===== src/rtl/cbs_pkg.sv =====
package cbs_pkg;

    localparam int BYTE_BITS = 8;

    typedef enum logic [3:0] {
        ST_IDLE,
        ST_ADDR,
        ST_ADDR_ACK,
        ST_IDX_BIT,
        ST_IDX_ACK,
        ST_WR_BIT,
        ST_WR_ACK,
        ST_RD_BIT,
        ST_RD_ACK
    } fsm_e;

endpackage


===== src/rtl/cbs_line_cond.sv =====
// Synchronises both bus lines and turns their movement into one-cycle events.
module cbs_line_cond #(
    parameter int SYNC_STAGES = 2
) (
    input  logic clk,
    input  logic rst_n,
    input  logic scl_i,
    input  logic sda_i,
    output logic sda_lvl,
    output logic ev_rise,
    output logic ev_fall,
    output logic ev_start,
    output logic ev_stop
);
    logic [SYNC_STAGES-1:0] scl_pipe;
    logic [SYNC_STAGES-1:0] sda_pipe;
    logic                   scl_d;
    logic                   sda_d;
    logic                   scl_now;
    logic                   sda_now;

    // Reset to the idle-high bus level so that no event fires out of reset.
    always_ff @(posedge clk or negedge rst_n) begin
        if (!rst_n) begin
            scl_pipe <= '1;
            sda_pipe <= '1;
            scl_d    <= 1'b1;
            sda_d    <= 1'b1;
        end else begin
            scl_pipe <= {scl_pipe[SYNC_STAGES-2:0], scl_i};
            sda_pipe <= {sda_pipe[SYNC_STAGES-2:0], sda_i};
            scl_d    <= scl_now;
            sda_d    <= sda_now;
        end
    end

    assign scl_now  = scl_pipe[SYNC_STAGES-1];
    assign sda_now  = sda_pipe[SYNC_STAGES-1];
    assign sda_lvl  = sda_now;
    assign ev_rise  = scl_now & ~scl_d;
    assign ev_fall  = ~scl_now & scl_d;
    assign ev_start = scl_now & scl_d & sda_d & ~sda_now;
    assign ev_stop  = scl_now & scl_d & ~sda_d & sda_now;
endmodule


===== src/rtl/cbs_regbank.sv =====
// Register bank: read-only identity entries at the bottom, writable bytes above.
module cbs_regbank #(
    parameter int         IDX_W    = 7,
    parameter int         RO_COUNT = 2,
    parameter logic [7:0] CHIP_ID  = 8'h54,
    parameter logic [7:0] CHIP_REV = 8'h01
) (
    input  logic             clk,
    input  logic             rst_n,
    input  logic             we,
    input  logic [IDX_W-1:0] w_idx,
    input  logic [7:0]       w_data,
    input  logic [IDX_W-1:0] bus_idx,
    output logic [7:0]       bus_data,
    input  logic [IDX_W-1:0] sys_idx,
    output logic [7:0]       sys_data
);
    localparam int NUM_REGS = 1 << IDX_W;

    logic [NUM_REGS*8-1:0] flat;

    for (genvar g = 0; g < NUM_REGS; g++) begin : g_cell
        if (g < RO_COUNT) begin : g_ro
            localparam logic [7:0] FIXED = (g == 0) ? CHIP_ID :
                                           (g == 1) ? CHIP_REV : 8'h00;
            assign flat[g*8 +: 8] = FIXED;
        end else begin : g_rw
            logic [7:0] q;
            always_ff @(posedge clk or negedge rst_n) begin
                if (!rst_n) begin
                    q <= 8'h00;
                end else if (we && (w_idx == IDX_W'(g))) begin
                    q <= w_data;
                end
            end
            assign flat[g*8 +: 8] = q;
        end
    end

    assign bus_data = flat[{bus_idx, 3'b000} +: 8];
    assign sys_data = flat[{sys_idx, 3'b000} +: 8];
endmodule


===== src/rtl/cfg_bus_slave.sv =====
// Two-wire bus target with index byte, per-message index stepping and a byte bank.
module cfg_bus_slave
    import cbs_pkg::*;
#(
    parameter logic [6:0] DEV_ADDR    = 7'h10,
    parameter int         IDX_W       = 7,
    parameter int         RO_COUNT    = 2,
    parameter logic [7:0] CHIP_ID     = 8'h54,
    parameter logic [7:0] CHIP_REV    = 8'h01,
    parameter int         SYNC_STAGES = 2
) (
    input  logic             clk,
    input  logic             rst_n,
    input  logic             scl_i,
    input  logic             sda_i,
    output logic             sda_oe_o,
    input  logic [IDX_W-1:0] cfg_idx_i,
    output logic [7:0]       cfg_data_o
);
    localparam logic [3:0] CNT_FULL = 4'(BYTE_BITS);
    localparam logic [3:0] CNT_LAST = 4'(BYTE_BITS - 1);

    logic             sda_s;
    logic             ev_rise;
    logic             ev_fall;
    logic             ev_start;
    logic             ev_stop;

    fsm_e             state;
    fsm_e             state_nx;
    logic [7:0]       shreg;
    logic [7:0]       tx_q;
    logic [3:0]       bit_cnt;
    logic [IDX_W-1:0] idx_q;
    logic             inc_q;
    logic             rw_q;
    logic             mack_q;
    logic             sda_oe;

    logic             byte_done;
    logic             addr_hit;
    logic             bank_we;
    logic [7:0]       rd_byte;

    cbs_line_cond #(.SYNC_STAGES(SYNC_STAGES)) u_line (
        .clk      (clk),
        .rst_n    (rst_n),
        .scl_i    (scl_i),
        .sda_i    (sda_i),
        .sda_lvl  (sda_s),
        .ev_rise  (ev_rise),
        .ev_fall  (ev_fall),
        .ev_start (ev_start),
        .ev_stop  (ev_stop)
    );

    assign byte_done = ev_fall && (bit_cnt == CNT_FULL);
    assign addr_hit  = (shreg[7:1] == DEV_ADDR);
    assign bank_we   = (state == ST_WR_BIT) && byte_done;

    cbs_regbank #(
        .IDX_W    (IDX_W),
        .RO_COUNT (RO_COUNT),
        .CHIP_ID  (CHIP_ID),
        .CHIP_REV (CHIP_REV)
    ) u_bank (
        .clk      (clk),
        .rst_n    (rst_n),
        .we       (bank_we),
        .w_idx    (idx_q),
        .w_data   (shreg),
        .bus_idx  (idx_q),
        .bus_data (rd_byte),
        .sys_idx  (cfg_idx_i),
        .sys_data (cfg_data_o)
    );

    // Next-state logic: stop outranks start, which outranks the byte flow.
    always_comb begin
        state_nx = state;
        if (ev_stop) begin
            state_nx = ST_IDLE;
        end else if (ev_start) begin
            state_nx = ST_ADDR;
        end else begin
            unique case (state)
                ST_IDLE:     state_nx = ST_IDLE;
                ST_ADDR:     if (byte_done) state_nx = addr_hit ? ST_ADDR_ACK : ST_IDLE;
                ST_ADDR_ACK: if (ev_fall)   state_nx = rw_q ? ST_RD_BIT : ST_IDX_BIT;
                ST_IDX_BIT:  if (byte_done) state_nx = ST_IDX_ACK;
                ST_IDX_ACK:  if (ev_fall)   state_nx = ST_WR_BIT;
                ST_WR_BIT:   if (byte_done) state_nx = ST_WR_ACK;
                ST_WR_ACK:   if (ev_fall)   state_nx = ST_WR_BIT;
                ST_RD_BIT:   if (ev_fall && bit_cnt == CNT_LAST) state_nx = ST_RD_ACK;
                ST_RD_ACK:   if (ev_fall)   state_nx = mack_q ? ST_RD_BIT : ST_IDLE;
                default:     state_nx = ST_IDLE;
            endcase
        end
    end

    // State register.
    always_ff @(posedge clk or negedge rst_n) begin
        if (!rst_n) state <= ST_IDLE;
        else        state <= state_nx;
    end

    // Datapath and line drive.
    always_ff @(posedge clk or negedge rst_n) begin
        if (!rst_n) begin
            shreg   <= 8'h00;
            tx_q    <= 8'h00;
            bit_cnt <= 4'd0;
            idx_q   <= '0;
            inc_q   <= 1'b0;
            rw_q    <= 1'b0;
            mack_q  <= 1'b0;
            sda_oe  <= 1'b0;
        end else if (ev_stop) begin
            sda_oe  <= 1'b0;
            bit_cnt <= 4'd0;
        end else if (ev_start) begin
            sda_oe  <= 1'b0;
            bit_cnt <= 4'd0;
        end else begin
            unique case (state)
                ST_IDLE: begin
                    bit_cnt <= 4'd0;
                end
                ST_ADDR: begin
                    if (ev_rise) begin
                        shreg   <= {shreg[6:0], sda_s};
                        bit_cnt <= bit_cnt + 4'd1;
                    end
                    if (byte_done) begin
                        bit_cnt <= 4'd0;
                        if (addr_hit) begin
                            sda_oe <= 1'b1;
                            rw_q   <= shreg[0];
                        end
                    end
                end
                ST_IDX_BIT: begin
                    if (ev_rise) begin
                        shreg   <= {shreg[6:0], sda_s};
                        bit_cnt <= bit_cnt + 4'd1;
                    end
                    if (byte_done) begin
                        bit_cnt <= 4'd0;
                        sda_oe  <= 1'b1;
                        idx_q   <= shreg[IDX_W-1:0];
                        inc_q   <= shreg[7];
                    end
                end
                ST_WR_BIT: begin
                    if (ev_rise) begin
                        shreg   <= {shreg[6:0], sda_s};
                        bit_cnt <= bit_cnt + 4'd1;
                    end
                    if (byte_done) begin
                        bit_cnt <= 4'd0;
                        sda_oe  <= 1'b1;
                        if (inc_q) idx_q <= idx_q + IDX_W'(1);
                    end
                end
                ST_ADDR_ACK: begin
                    if (ev_fall) begin
                        bit_cnt <= 4'd0;
                        if (rw_q) begin
                            tx_q   <= rd_byte;
                            sda_oe <= ~rd_byte[7];
                        end else begin
                            sda_oe <= 1'b0;
                        end
                    end
                end
                ST_IDX_ACK, ST_WR_ACK: begin
                    if (ev_fall) begin
                        bit_cnt <= 4'd0;
                        sda_oe  <= 1'b0;
                    end
                end
                ST_RD_BIT: begin
                    if (ev_fall) begin
                        if (bit_cnt == CNT_LAST) begin
                            bit_cnt <= 4'd0;
                            sda_oe  <= 1'b0;
                            if (inc_q) idx_q <= idx_q + IDX_W'(1);
                        end else begin
                            tx_q    <= {tx_q[6:0], 1'b0};
                            sda_oe  <= ~tx_q[6];
                            bit_cnt <= bit_cnt + 4'd1;
                        end
                    end
                end
                ST_RD_ACK: begin
                    if (ev_rise) mack_q <= ~sda_s;
                    if (ev_fall && mack_q) begin
                        tx_q   <= rd_byte;
                        sda_oe <= ~rd_byte[7];
                    end
                end
                default: begin
                    sda_oe <= 1'b0;
                end
            endcase
        end
    end

    assign sda_oe_o = sda_oe;
endmodule


===== config.mk =====
export PLATFORM = sky130hd
export DESIGN_NAME = cfg_bus_slave
export DESIGN_NICKNAME = d
export VERILOG_FILES = /design/src/rtl/cbs_pkg.sv /design/src/rtl/cbs_line_cond.sv /design/src/rtl/cbs_regbank.sv /design/src/rtl/cfg_bus_slave.sv
export SDC_FILE = /design/constraint.sdc
export NUM_CORES = 2
export LEC_CHECK = 0
export CAP_MARGIN = 10
export CORE_ASPECT_RATIO = 0.6
export CORE_MARGIN = 4
export CORE_UTILIZATION = 58
export CTS_CLUSTER_DIAMETER = 50
export DETAILED_ROUTE_END_ITERATION = 6
export HOLD_SLACK_MARGIN = 0.06
export PLACE_DENSITY = 0.77
export SLEW_MARGIN = 20
export SYNTH_ARGS = -nofsm -noshare
export SYNTH_HDL_FRONTEND = slang
export SYNTH_SLANG_ARGS = --single-unit

===== constraint.sdc =====
create_clock -name clk -period 4 [get_ports clk]
set_clock_uncertainty 0.2 [all_clocks]
set_input_delay 0.8 -clock clk [delete_from_list [all_inputs] [get_ports clk]]
set_output_delay 0.8 -clock clk [all_outputs]
set_load 0.01 [all_outputs]

## After elaboration in Yosys (flattened, before gate mapping)

Index checks and enable logic that the tools add are counted.

| cells by class | value |
|---|---|
| add/sub/neg operators | 2 |
| multiply operators | 0 |
| div/mod/pow operators | 0 |
| $lt $le $gt $ge | 0 |
| eq/ne operators | 159 |
| shift-type cells | 2 |
| mux-type cells | 45 |
| bitwise operators | 15 |
| reductions and logical operators | 147 |

Operator list:

| operator | count |
|---|---|
| $shiftx A1024 B11 Y8 | 2 |
| $eq A7 B7 Y1 const B | 64 |
| $eq A7 B6 Y1 const B | 32 |
| $logic_and A1 B1 Y1 | 130 |
| $eq A7 B5 Y1 const B | 17 |
| $mux W7 | 10 |
| $mux W4 | 16 |
| $eq A7 B4 Y1 const B | 8 |
| $pmux W7 S3 | 2 |
| $ne A4 B4 Y1 const B | 9 |
| $eq A7 B3 Y1 const B | 4 |
| $pmux W4 S7 | 1 |
| $eq A4 B3 Y1 const B | 5 |
| $ne A2 B2 Y1 const B | 8 |
| $pmux W4 S4 | 1 |
| $reduce_and A4 Y1 | 4 |
| $reduce_and A8 Y1 | 2 |
| $eq A7 B2 Y1 const B | 2 |
| $reduce_and A7 Y1 | 2 |
| $ne A4 B1 Y1 const B | 3 |
| $mux W1 | 11 |
| $eq A4 B2 Y1 const B | 2 |
| $eq A4 B4 Y1 const B | 2 |
| $not A1 Y1 | 8 |
| other kinds (15) | 25 |

| storage, ports and cells | value |
|---|---|
| register bits | 1048 |
| bits in latches | 0 |
| bits in writable memories | 0 |
| bits in read-only memories | 0 |
| bits of input ports | 11 |
| output and inout port bits | 9 |
| logic and storage cells | 509 |
| memories | 0 |

## Logic depth before layout (Yosys ltp)

| depth | value |
|---|---|
| word-level depth | 7 |
| gate-level depth with buffers | 12 |
| depth with buffers taken out | 8 |

## Hierarchy

From an unflattened synthesis, not the netlist that was laid out.

| unflattened totals | value |
|---|---|
| cell total of the unflattened synthesis | 3846 |
| area, all modules | 57023.4 um2 |

By module, submodules not included:

| module | instances | cells each | area each (um2) | seq. area each (um2) |
|---|---|---|---|---|
| cbs_regbank | 1 | 3619 | 54662.4 | 25224.2 |
| cfg_bus_slave | 1 | 217 | 2170.8 | 850.8 |
| cbs_line_cond | 1 | 10 | 190.2 | 157.7 |

## Worst setup path before layout

OpenSTA, ideal clock, no wires.

| timing path | value |
|---|---|
| kind | input to output |
| start | in cfg_idx_i[0] |
| end | out cfg_data_o[2] |
| arrival | 2975 ps |
| data required time | 3000 ps |
| slack | 25 ps |
| stages on the path | 8 |
| buffers on the path | 4 |
| path through | buf_4 > buf_6 > buf_2 > buf_2 > mux4_2 > mux4_2 > a211oi_1 > a211oi_1 |

| on the way | value |
|---|---|
| word-level cells in the longest chain between the ends | 1 |

Ends and longest elaborated chain:

| what | line | text |
|---|---|---|
| from (decl) | cfg_bus_slave.sv:17 | `input logic [IDX_W-1:0] cfg_idx_i,` |
| $shiftx A1024 B11 Y8 | cbs_regbank.sv:41 | `assign sys_data = flat[{sys_idx, 3'b000} +: 8];` |
| to (decl) | cfg_bus_slave.sv:18 | `output logic [7:0] cfg_data_o` |

No other way between the ends.

## Final worst setup path

| timing path | value |
|---|---|
| start | in cfg_idx_i[0] |
| end | out cfg_data_o[0] |

The elaborated chain is that of the path after synthesis.

==> metrics.txt <==
VDD IR max 440 uV; first-pass GRT wire length 273 mm; num ports 20; leak pwr 29.1 nW; cts bufs inserted 101; initial antenna violation count 7; Seq/Total Area, Yosys 46.3%; Max Buffers Root-to-Sink 3; Cell Area, Synth 0.0566 mm2; post-route setup slack -0.376 ns; IO Port Bufs 19; CTS tree yes; sum of negative setup slack -2.13 ns; CTS root buffer clkbuf_16; Rel. slew slack 19.4%; Crit path top cell by count mux4_2; CP max FO 7; reg-to-reg setup timing slack 0.12 ns; Die Y 250 um; Fin. Hold Viols 0; Syn-to-layout area delta 14.5%; ys async rst share 100%; WP data required 3.00 ns; combinational share of power 10.3%; Worst setup EP type output port; core area 0.0965 mm2; Psw 0.00651 W; layout cells sized above 1 58.6%; hold path depth 0; CP arrival 3.38 ns; drt via density 7.28; Pins Over Slew Limit 0; Sw Ratio 27.3%; Num Clock Sinks 1048; number of placement rows 88; synthesis-stage register bit count 1048; Register-to-Register Path Depth 7; Synth cell types 71; final setup fails 8; drc violations 10; max_cap viols 0; Ys Warns 0; Starting Density 58.7%; cells along the critical path buf_16 > buf_16 > buf_8 > buf_6 > mux4_2 > mux4_2 > mux2_4 > mux4_2 > buf_6; crit path time final 4.38 ns; failing checks design-rule violations, negative setup slack; # H-tree levels 3; Net count, final 3927; clock power share 43.7%; vias 38578; net count after synthesis 3718; clk slew on worst S/H paths 0.06 ns; hold_sp u_line.sda_pipe[0]; detailed placement HPWL 125 mm; grt ovf 0; top post-synthesis cells by area dfrtp_1 (46%), mux4_2 (22%), mux2_2 (21%), mux2i_1 (1.6%), clkbuf_1 (1.3%); Worst Hold Path EP u_line.sda_pipe[1]; first-iteration detailed-routing DRC count 5467; HP Class flip-flop to flip-flop; Synth top area share 46.1%; largest net degree at the start of global routing 143; Top delay family on crit path multiplexers; Max stage delay cell, worst path mux4_2; critical path class input pin to output port; FF-to-FF End u_bank.g_cell[14].g_rw.q[7]; RSZ-0062 raised after global routing yes; Final Non-Filler Cells 5302; GP Congestion 1.01; Setup crit start kind input pin; Crit path largest cell delay 0.55 ns; Worst-Margin Slew 1.21 ns; Mapped Cells 3701; status finished, violations left; Clk Latency, worst-skew pair 0.73 ns; Synth Area per Inst 15.3 um2; f_max 0.229 GHz; DR pass1 iterations 7; final WL 185 mm; Synth area leader dfrtp_1; mean routed wirelength per cell 34.9 um; prevailing post-synth register cell dfrtp_1; reg2reg start idx_q[0]; DP Cell Count 5071; part of the power in registers 46.0%; Pwr Density 367 mW/mm2; Int Pwr 0.0173 W; Post-synth EDFFs 0; Worst Path Buf+Inv 5; Horiz. Die Dim 411 um; Overall Global Routing Usage 36.4%; Routed Antenna Nets 0; Die ar. 0.103 mm2; fin crit share 109%; vias in the first global route 38035
## timing repair
action                                 in CTS  in global routing
pin swaps                                   6                  7
cloned                                      4                  1
resized for setup                         114                 11
hold buffers                                1                  0
setup endpoints to repair                   8                  8
endpoints found under the hold margin      15                  0
setup buffers                              24                 17
## layer usage
| metal | part of all wire, % | global-route usage, % | vias up | wire [um] |
|---|---|---|---|---|
| li1 | - | - | 14862 | - |
| met3 | 14 | 14.7 | 488 | 26500 |
| met2 | 41 | 48.3 | 2636 | 76500 |
| met5 | 0.025 | 0 | - | 46 |
| met4 | 4.4 | 14.0 | 8 | 8060 |
| met1 | 40 | 53.8 | 20584 | 73800 |
## synthesized netlist by cell type, types with 15 or more instances
| cell | n |
|---|---|
| mux2_2 | 1050 |
| a21oi_1 | 39 |
| nor2_1 | 60 |
| nand3_1 | 23 |
| nor3_1 | 18 |
| dfrtp_1 | 1042 |
| buf_4 | 33 |
| mux4_2 | 553 |
| clkbuf_1 | 194 |
| mux2i_1 | 88 |
| o21ai_0 | 30 |
| nor2b_1 | 19 |
| nand2_2 | 16 |
| a211oi_1 | 18 |
| buf_2 | 63 |
| nand2_1 | 124 |
| nor2_2 | 75 |
| o22ai_1 | 20 |
| a22oi_1 | 28 |
| and2_1 | 15 |
## stage by stage
stage,hold WS (ns),setup slack [ns],instance area [um2],utilization (%),power [W]
floorplan,0.145,0.0255,56600,-,0.0123
global placement,0.146,-0.777,60300,62.6,0.0134
detailed placement,0.153,-0.787,60300,62.6,0.0134
CTS,0.162,-0.388,64600,67.0,0.0238
global route,0.165,-0.384,64800,67.2,0.0245
finish,0.160,-0.376,64800,67.2,0.0238
## power groups by stage
stage	combinational [W]	sequential (W)	clock, W
final	0.00244	0.0110	0.0104
after global routing	0.00255	0.0110	0.0110
after CTS	0.00236	0.0110	0.0105
after detailed placement	0.00226	0.0111	0
after global placement	0.00224	0.0111	0
after floorplan	0.00136	0.0109	0
## final cells by class
type | instances | area, um2
clock buffers | 142 | 2930
multi-input cells | 2327 | 29200
fillers | 6588 | 31600
clock inverters | 45 | 619
diodes | 3 | 7.51
well taps | 1305 | 1630
repair buffers | 419 | 4130
inverters | 13 | 50.0
flip-flops and latches | 1048 | 26300
## worst max-delay path by stage
stage	slack (ns)	depth (start not counted)	end	from
finish	-0.38	9	cfg_data_o[0]	cfg_idx_i[0]
global placement	-0.78	9	cfg_data_o[4]	cfg_idx_i[0]
global route	-0.38	9	cfg_data_o[0]	cfg_idx_i[0]
floorplan	0.03	8	cfg_data_o[2]	cfg_idx_i[0]
CTS	-0.39	9	cfg_data_o[0]	cfg_idx_i[0]
detailed placement	-0.79	9	cfg_data_o[4]	cfg_idx_i[0]
## worst register-to-register path: cells and delay by family (launching register included)
| kind | cells | cell delay [ns] |
|---|---|---|
| adder cells (fa/ha/maj) | 1 | 0.43 |
| multiplexers | 1 | 0.40 |
| AND/OR/NAND/NOR | 2 | 1.36 |
| buffers and inverters | 3 | 0.72 |
| flip-flops | 1 | 0.66 |
## sequential cells by signal, indices dropped and copies added, names as in the netlist
register	flops
shreg	8
bit_cnt	4
inc_q	1
u_line.scl_pipe	2
rw_q	1
tx_q	7
idx_q	7
sda_oe_o	1
state	4
u_line.sda_pipe	2
u_line.scl_d	1
mack_q	1
u_line.sda_d	1
u_bank.g_cell.g_rw.q	1008
## cells by family after synthesis
logic type	share of synthesized area (%)
and+or+nand+nor	3.79
adders and majority gates	0.133
xor gates and xnor gates	0.0155
muxes	44.4
DFF	46.3
buffers and inverters	2.67
AOI/OAI and AO/OA	2.62
## cell usage in the layout, fill, tap and decap left out, types with 9 or more instances in the layout
cell	n
mux2_2	1033
dfrtp_1	1030
mux4_2	553
buf_4	323
nand2_1	124
clkbuf_16	104
mux2i_1	82
nor2_2	75
nor2_1	60
buf_12	55
a21oi_1	36
o21ai_0	30
a22oi_1	28
nand3_1	23
clkbuf_8	21
nor3_1	18
clkinv_2	18
clkbuf_1	18
mux2_4	17
nor2b_1	16
nand2_2	16
and2_1	15
a31oi_1	13
o22ai_1	13
bufinv_16	13
a211oi_1	12
inv_1	11
o211ai_1	10
dfrtp_4	10
buf_8	10
a221oi_1	9
nand2b_1	9
buf_16	9
Power figures use the tool's default switching activity.
